--- config.mk ---
export PLATFORM = sky130hd
export DESIGN_NAME = burst4_rd_seq
export DESIGN_NICKNAME = d
export VERILOG_FILES = /design/src/rtl/b4rs_pkg.sv /design/src/rtl/b4rs_gate.sv /design/src/rtl/b4rs_issue.sv /design/src/rtl/b4rs_beat.sv /design/src/rtl/burst4_rd_seq.sv
export SDC_FILE = /design/constraint.sdc
export NUM_CORES = 1
export LEC_CHECK = 0
export ABC_AREA = 1
export BUFFER_PORTS_ARGS = -buffer_cell sky130_fd_sc_hd__buf_2
export CAP_MARGIN = 20
export CORE_MARGIN = 3
export CORE_UTILIZATION = 45
export DETAILED_ROUTE_END_ITERATION = 12
export GPL_TIMING_DRIVEN = 0
export PLACE_DENSITY_LB_ADDON = 0.05
export SLEW_MARGIN = 20
export SYNTH_ARGS = -nofsm -noshare
export SYNTH_HDL_FRONTEND = slang
export SYNTH_SLANG_ARGS = --single-unit
--- constraint.sdc ---
create_clock -name clk2x -period 1.3 [get_ports clk2x]
set_clock_uncertainty 0.2 [all_clocks]
set_input_delay 0.26 -clock clk2x [delete_from_list [all_inputs] [get_ports clk2x]]
set_output_delay 0.26 -clock clk2x [all_outputs]
set_load 0.02 [all_outputs]
--- src/rtl/b4rs_pkg.sv ---
package b4rs_pkg;
  // beat index width within one burst of four
  localparam int BEAT_W = 2;
  localparam logic [BEAT_W-1:0] LAST_BEAT = 2'b11;
  // half-cycle latency from command edge to first beat, per mode
  localparam int LAT_HALF_NORM   = 5;
  localparam int LAT_HALF_BYPASS = 2;
  // half-cycles spent between mem_re and the beat on q
  localparam int RET_HALF = 2;

  // number of registered stages the normal-mode command waits before issue
  function automatic int lead_stages(input int lat_half);
    return lat_half - RET_HALF;
  endfunction

  // beat counter advance inside one burst
  function automatic logic [BEAT_W-1:0] beat_step(input logic [BEAT_W-1:0] b);
    return b + 1'b1;
  endfunction
endpackage

--- src/rtl/b4rs_gate.sv ---
module b4rs_gate (
  input  logic clk,
  input  logic rst_n,
  input  logic rd_n,
  output logic k_edge,
  output logic acc_now,
  output logic cmd_v,
  output logic rd_err
);
  logic recent;
  logic rej_now;

  always_comb begin
    acc_now = k_edge && !rd_n && !recent;
    rej_now = k_edge && !rd_n && recent;
  end

  always_ff @(posedge clk) begin
    if (!rst_n) begin
      k_edge <= 1'b1;
      recent <= 1'b0;
      cmd_v  <= 1'b0;
      rd_err <= 1'b0;
    end else begin
      k_edge <= !k_edge;
      cmd_v  <= acc_now;
      rd_err <= rej_now;
      if (k_edge) recent <= acc_now;
    end
  end

  // accepted commands sit on K slots, so two in a row are impossible
  p_k_only_r1: assert property (@(posedge clk) disable iff (!rst_n)
    cmd_v |=> !cmd_v);
  // a rejection is always one K cycle after an acceptance
  p_err_after_acc_r5: assert property (@(posedge clk) disable iff (!rst_n)
    rd_err |-> $past(cmd_v, 2));
  // a rejection never coincides with an acceptance
  p_err_excl_r5: assert property (@(posedge clk) disable iff (!rst_n)
    !(rd_err && cmd_v));
endmodule

--- src/rtl/b4rs_issue.sv ---
module b4rs_issue #(
  parameter int BA_W = 19,
  parameter int LEAD = 3
) (
  input  logic                              clk,
  input  logic                              rst_n,
  input  logic                              dll_off,
  input  logic                              acc_now,
  input  logic [BA_W-1:0]                   acc_addr,
  output logic                              mem_re,
  output logic [BA_W+b4rs_pkg::BEAT_W-1:0]  mem_addr,
  output logic                              act_next
);
  import b4rs_pkg::*;

  logic [LEAD-1:0] dv;
  logic [BA_W-1:0] da [LEAD];

  // delay line of accepted commands for the normal latency
  generate
    for (genvar s = 0; s < LEAD; s++) begin : g_dly
      if (s == 0) begin : g_first
        always_ff @(posedge clk) begin
          if (!rst_n) begin
            dv[0] <= 1'b0;
            da[0] <= '0;
          end else begin
            dv[0] <= acc_now;
            da[0] <= acc_addr;
          end
        end
      end else begin : g_rest
        always_ff @(posedge clk) begin
          if (!rst_n) begin
            dv[s] <= 1'b0;
            da[s] <= '0;
          end else begin
            dv[s] <= dv[s-1];
            da[s] <= da[s-1];
          end
        end
      end
    end
  endgenerate

  function automatic logic [BA_W+BEAT_W-1:0] word_addr(input logic [BA_W-1:0] base,
                                                       input logic [BEAT_W-1:0] b);
    return {base, b};
  endfunction

  logic              start;
  logic [BA_W-1:0]   start_addr;
  logic              act;
  logic [BEAT_W-1:0] beat, beat_nx;
  logic [BA_W-1:0]   base, base_nx;

  always_comb begin
    start      = dll_off ? acc_now  : dv[LEAD-1];
    start_addr = dll_off ? acc_addr : da[LEAD-1];
    act_next   = act;
    beat_nx    = beat;
    base_nx    = base;
    if (start) begin
      act_next = 1'b1;
      beat_nx  = '0;
      base_nx  = start_addr;
    end else if (act) begin
      beat_nx  = beat_step(beat);
      act_next = (beat != LAST_BEAT);
    end
  end

  always_ff @(posedge clk) begin
    if (!rst_n) begin
      act  <= 1'b0;
      beat <= '0;
      base <= '0;
    end else begin
      act  <= act_next;
      beat <= beat_nx;
      base <= base_nx;
    end
  end

  assign mem_re   = act;
  assign mem_addr = word_addr(base, beat);

  // a burst reads four consecutive word addresses without a break
  p_burst_walk_r3: assert property (@(posedge clk) disable iff (!rst_n)
    (mem_re && mem_addr[BEAT_W-1:0] != LAST_BEAT) |=>
      (mem_re && mem_addr[BEAT_W-1:0] == $past(mem_addr[BEAT_W-1:0]) + 1'b1));
  // a new burst never cuts into one still being issued
  p_no_cut_r4: assert property (@(posedge clk) disable iff (!rst_n)
    start |-> (!act || beat == LAST_BEAT));
endmodule

--- src/rtl/b4rs_beat.sv ---
module b4rs_beat #(
  parameter int DATA_W = 36
) (
  input  logic              clk,
  input  logic              rst_n,
  input  logic              k_edge,
  input  logic              mem_re,
  input  logic              act_next,
  input  logic [DATA_W-1:0] mem_rdata,
  output logic [DATA_W-1:0] q,
  output logic              q_valid,
  output logic              cq,
  output logic              cq_n
);
  logic data_ok;
  logic q_live;

  always_ff @(posedge clk) begin
    if (!rst_n) begin
      data_ok <= 1'b0;
      q_live  <= 1'b0;
      q       <= '0;
      q_valid <= 1'b0;
      cq      <= 1'b0;
      cq_n    <= 1'b1;
    end else begin
      data_ok <= mem_re;
      q_live  <= data_ok;
      q       <= data_ok ? mem_rdata : '0;
      // a beat is due after the next edge and after the one after it
      q_valid <= mem_re && act_next;
      cq      <= k_edge;
      cq_n    <= !k_edge;
    end
  end

  // the flag always announces a beat one slot ahead
  p_valid_lead_r6: assert property (@(posedge clk) disable iff (!rst_n)
    q_valid |=> q_live);
  // idle slots carry zero data
  p_idle_zero_r2: assert property (@(posedge clk) disable iff (!rst_n)
    !q_live |-> (q == '0));
  // echo strobe toggles every slot
  p_echo_fall_r8: assert property (@(posedge clk) disable iff (!rst_n)
    (cq && $past(rst_n)) |=> !cq);
  p_echo_rise_r8: assert property (@(posedge clk) disable iff (!rst_n)
    (!cq && $past(rst_n)) |=> cq);
endmodule

--- src/rtl/burst4_rd_seq.sv ---
module burst4_rd_seq #(
  parameter int BA_W   = 19,
  parameter int DATA_W = 36
) (
  input  logic                  clk2x,
  input  logic                  rst_n,
  input  logic                  dll_off,
  input  logic                  rd_n,
  input  logic [BA_W-1:0]       rd_addr,
  output logic                  k_rise_slot,
  output logic                  mem_re,
  output logic [BA_W+1:0]       mem_addr,
  input  logic [DATA_W-1:0]     mem_rdata,
  output logic [DATA_W-1:0]     q,
  output logic                  q_valid,
  output logic                  cq,
  output logic                  cq_n,
  output logic                  rd_err
);
  import b4rs_pkg::*;

  localparam int LEAD = lead_stages(LAT_HALF_NORM);

  logic k_edge;
  logic acc_now;
  logic cmd_v;
  logic act_next;

  b4rs_gate u_gate (
    .clk     (clk2x),
    .rst_n   (rst_n),
    .rd_n    (rd_n),
    .k_edge  (k_edge),
    .acc_now (acc_now),
    .cmd_v   (cmd_v),
    .rd_err  (rd_err)
  );

  b4rs_issue #(.BA_W(BA_W), .LEAD(LEAD)) u_issue (
    .clk      (clk2x),
    .rst_n    (rst_n),
    .dll_off  (dll_off),
    .acc_now  (acc_now),
    .acc_addr (rd_addr),
    .mem_re   (mem_re),
    .mem_addr (mem_addr),
    .act_next (act_next)
  );

  b4rs_beat #(.DATA_W(DATA_W)) u_beat (
    .clk       (clk2x),
    .rst_n     (rst_n),
    .k_edge    (k_edge),
    .mem_re    (mem_re),
    .act_next  (act_next),
    .mem_rdata (mem_rdata),
    .q         (q),
    .q_valid   (q_valid),
    .cq        (cq),
    .cq_n      (cq_n)
  );

  assign k_rise_slot = k_edge;

  // in bypass mode the first memory read follows the command edge directly
  p_bypass_issue_r9: assert property (@(posedge clk2x) disable iff (!rst_n)
    (dll_off && cmd_v) |-> mem_re);
  // in normal mode the first memory read waits three slots
  p_norm_issue_r2: assert property (@(posedge clk2x) disable iff (!rst_n)
    (!dll_off && cmd_v) |=> ##2 mem_re);
endmodule

### After elaboration in Yosys (flattened, before gate mapping)

Memories as Yosys holds them, arrays and structs flattened.
Cells that the tools add are included.

* $add $sub $neg: 1
* equality and inequality tests: 1
* multiplexer cells: 9
* bitwise gates (word level): 4
* reduce and logical (&&, ||, !) cells: 9

Operator list (number)
* 2-to-1 mux 19 bit: 4
* 2-to-1 mux 1 bit: 5
* logical AND 1 bit: 4
* logical NOT 1 bit: 3
* OR 1 bit: 3
* adder 2 x 1 -> 2 bit (second input constant): 1
* != test 2 bit (second input constant): 1
* AND reduction 2 bit: 1
* OR reduction 2 bit: 1
* inverter 1 bit: 1

* flip-flop bits (word level): 67
* memory bits (writable): 57
* output and inout bits: 63
* word-level logic and storage cells: 38
* memories: 1

Memory list
* u_issue.da: words 3, bits a word 19, read ports 3, clocked after memory_dff 0, write ports 3, line b4rs_issue.sv:17 `logic [BA_W-1:0] da [LEAD];`

### Depth between registers and ports, before layout

* depth after elaboration: 6
* gate-level depth with buffers: 7

### Cells and area by module

From an unflattened synthesis, not the netlist that was laid out.

* cells, all modules: 529
* area, all modules: 4166.5 µm²

By module, submodules not included
* b4rs_issue: instances 1, cells an instance 391, area each 2886.5 µm², seq. area each 1641.6 µm²
* b4rs_beat: instances 1, cells an instance 122, area each 1143.6 µm², seq. area each 800.8 µm²
* b4rs_gate: instances 1, cells an instance 16, area each 136.4 µm², seq. area each 80.1 µm²

### Least setup slack after synthesis

OpenSTA, ideal clock, no wires.

* path type: flip-flop to flip-flop
* start point: register u_gate.k_edge
* end point: register u_issue.base[0]
* arrival: 1.026 ns
* data required time: 0.987 ns
* path slack: -0.040 ns
* stages on the path, launching flop included: 7
* buffers on the path: 1
* clock period less this slack: 1.340 ns
* cells stage by stage: dfxtp_1 nand3_1 nand2_1 nand2_1 buf_4 nand3_1 nand2_1

* longest elaborated chain between the ends: 3

RTL lines
* start: declaration: line b4rs_gate.sv:5 `output logic k_edge,`
* start signal: assignment: line b4rs_gate.sv:25 `k_edge <= !k_edge;`
* logical AND 1 bit (2 in a row): line b4rs_gate.sv:14 `acc_now = k_edge && !rd_n && !recent;`
* 2-to-1 mux 1 bit: line b4rs_issue.sv:58 `start = dll_off ? acc_now : dv[LEAD-1];`
* end signal: assignment: line b4rs_issue.sv:81 `base <= base_nx;`
* end: declaration: line b4rs_issue.sv:55 `logic [BA_W-1:0] base, base_nx;`

No other way between the ends.
A chain may end at the register's enable or synchronous reset.

### Worst setup path after layout

* start point: register u_gate.k_edge
* end point: output k_rise_slot

RTL lines
* end: declaration: line burst4_rd_seq.sv:10 `output logic k_rise_slot,`

No word-level cell between the ends.

==> results.toml <==
[yosys]
synth-async-reset-ratio_pct = 0
synth_enable_flop_cells = 0
yosysMostFrequentCell = "nand2_1"
yosysSeqAreaShare_pct = 61.8
synth.area.top_cells = "dfxtp_1 (62%), nand2_1 (13%), inv_1 (9.5%), nand3_1 (4.7%), nor2_1 (3.7%)"
syn_area_mm2 = 0.00402
synth_area_per_cell_um2 = 8.34
ys_warn_count = 0
syn_inst = 482
synth_seq_cells = 124
synth_nets = 542
synth_ff_type = "dfxtp_1"
synth_top_cell_by_area = "dfxtp_1"
synth_common_cells = "nand2_1 (142), dfxtp_1 (124), inv_1 (102)"
yosysTopAreaCellShare_pct = 61.8
synth.distinct_cells = 22

[placed_design]
routabilityCongestion = 0.722
port-buffer-count = 121
placed_area_mm2 = 0.00476
dp_hpwl_mm = 5.85

[sta]
hold_slack_ps = -44.2
timing.fmax_mhz = 655
max_slew_margin_pct = 80.8
slew_viol_final = 0
min_period_over_period_pct = 117
worst_pin_slew_ps = 280
setup_violations = 84
period_needed_ps = 1530
rsz0062_at_grt = "yes"
timing.final.hold_violations = 6
setup_slack_ps = -227

[worst_setup_path]
path_buf_inv = 2
crit_fanout = 3
cp_cell_sequence = "buf_6, buf_6"
cp_slowest_cell = "dfxtp_4"
cp-start-kind = "flip-flop"
worst_ep_arrival_time_ps = 1070
crit_required_ps = 840
critical_path_class = "flip-flop to output pin"
end_kind = "output pin"
cp_slowest_stage_delay_ps = 350
cpMostUsedCell = "buf_6"
path_delay_family = "flip-flops"

[cts]
cts_buffers = 17
cts-root-buf = "clkbuf_8"
clk_latency_ps = 500
cts_tree = "yes"
clkTransAtPathRegs_ps = 60
cts_max_level = 4
cts_buffer_depth = 2
cts_sinks = 124

[pwr]
peakVddDrop_uv = 1100
totalPowerFinal_w = 0.00983
p_leak_nw = 3.74
power_density_mw_per_mm2 = 1430

[global_route]
met1_usage_pct = 24.3
grt_pass1_vias = 3807
grt_max_degree = 17
antenna_found_initial = 0
overflow = 0
grtUsageMet3_pct = 7.34
use_met2_pct = 38.7
track_usage_pct = 21.8
grt_pass1_wl_mm = 17.3
busiest_layer = "met2"

[min_path]
hold_class = "input port to flip-flop"

[cells_and_area]
fin_area_mm2 = 0.00688
syn_to_final_growth_pct = 71.2
final_nets = 755
drive_gt1_share_pct = 41.8
antenna_cells = 0

[outcome]
violations = "negative hold slack, negative setup slack"
status = "complete, but fails checks"

[floorplan]
die_h_um = 101
initial_core_util_pct = 47.7
ios = 122
fp-row-count = 33
die_width_um = 101
coreArea_mm2 = 0.00842
die_area_mm2 = 0.0101

[drt]
wl_mm = 11.2
ant_nets = 0
viasPerCell = 4.41
firstDrtPassIters = 4
drt_iter0_drc = 74
post-route-drc-count = 0
vias = 3589
wl_per_cell_um = 13.8

[run]
max-cap-violations = 0
==> area by class of cell <==
type                    instances  area [um^2]
fillers                       524         1540
multi-input cells             233         1210
plain buffers                  22          204
repair buffers                194         1750
clock inverters                12          185
inverters                     103          387
clock buffers                  20          445
well taps                     105          131
flip-flops and latches        124         2570
==> worst register-to-register path: stages, from the launching register on <==
cell and delay [ps]:
dfxtp_4 350, buf_4 130, buf_6 120, nand3_4 90, nand2_4 70, nand2_8 110, clkbuf_16 160, nand2_4 50
nor2_2 110
==> state kept, by name (all words and copies together), names as in the netlist <==
| signal | cells |
|---|---|
| u_issue.da | 57 |
| u_beat.q | 36 |
| u_issue.base | 19 |
| u_issue.dv | 3 |
| u_issue.beat | 2 |
| u_beat.cq | 1 |
| u_beat.data_ok | 1 |
| u_beat.q_valid | 1 |
| u_gate.k_edge | 1 |
| u_gate.rd_err | 1 |
| u_gate.recent | 1 |
| u_issue.mem_re | 1 |
==> final timing paths <==
check,start,endpoint,slack (ps),cells past startpoint
max,u_gate.k_edge$_SDFF_PN1_,k_rise_slot,-230,2
max reg2reg,u_gate.k_edge$_SDFF_PN1_,u_issue.beat[1]$_SDFFE_PP0P_,-150,8
min,rst_n,u_beat.q[15]$_SDFF_PN0_,-40,3
min reg2reg,u_issue.da[1][8]$_SDFF_PN0_,u_issue.da[2][8]$_SDFF_PN0_,210,2
==> report_power, final <==
part | switching [W] | total (W) | internal [W]
logic | 0.000434 | 0.000891 | 0.000456
registers | 0.0000504 | 0.00398 | 0.00393
clock network | 0.00173 | 0.00497 | 0.00324
total | 0.00221 | 0.00983 | 0.00762
==> per-stage QoR <==
| stage | TNS [ps] | setup WS [ps] | utilization [%] | std cells | hold slack [ps] |
|---|---|---|---|---|---|
| final | -9420 | -227 | 81.7 | 813 | -44.2 |
| after global routing | -12500 | -258 | 81.7 | 813 | -51.1 |
| after CTS | -8680 | -248 | 77.3 | 803 | 6.15 |
| after detailed placement | -968 | -48.1 | 56.5 | 708 | 197 |
| after global placement | -821 | -29.3 | 56.5 | 708 | 192 |
| after floorplan | 0 | 3.06 | - | 482 | 139 |
==> routing by layer <==
| layer | part of all wire, % | wire length (um) |
|---|---|---|
| met1 | 39 | 4350 |
| met2 | 52 | 5790 |
| met3 | 7.2 | 811 |
| met4 | 2.1 | 231 |
| met5 | 0 | 0 |
==> placed cells by master, fill, tap and decap left out, types with 10 or more instances in the layout <==
cell	count
clkbuf_16	18
buf_4	17
nor2_1	38
nand3_1	10
inv_1	101
nand3_2	28
dfxtp_1	62
nand2_1	138
dlygate4sd3_1	56
buf_2	63
dfxtp_2	59
buf_6	72
==> cell families (layout without fill, tap and decap cells) <==
kind of cell,count (synthesis),after routing,synth area share [%]
AOI/OAI and AO/OA,1,1,0.124
xor gates and xnor gates,1,1,0.218
adders and majority gates,1,1,0.311
buffers and inverters,125,351,13.8
DFF,124,124,61.8
muxes,1,1,0.249
and+or+nand+nor,229,229,23.6
==> timing repair <==
action / 4_1_cts / 5_1_grt
buffers inserted: 6 / 7
cloned: 0 / 3
setup endpoints to repair: 64 / 163
resized for setup: 194 / 65
endpoints found under the hold margin: 77 / 9
pin swaps: 2 / 13
hold buffers: 57 / 1
(Power assumes the default switching activity.)
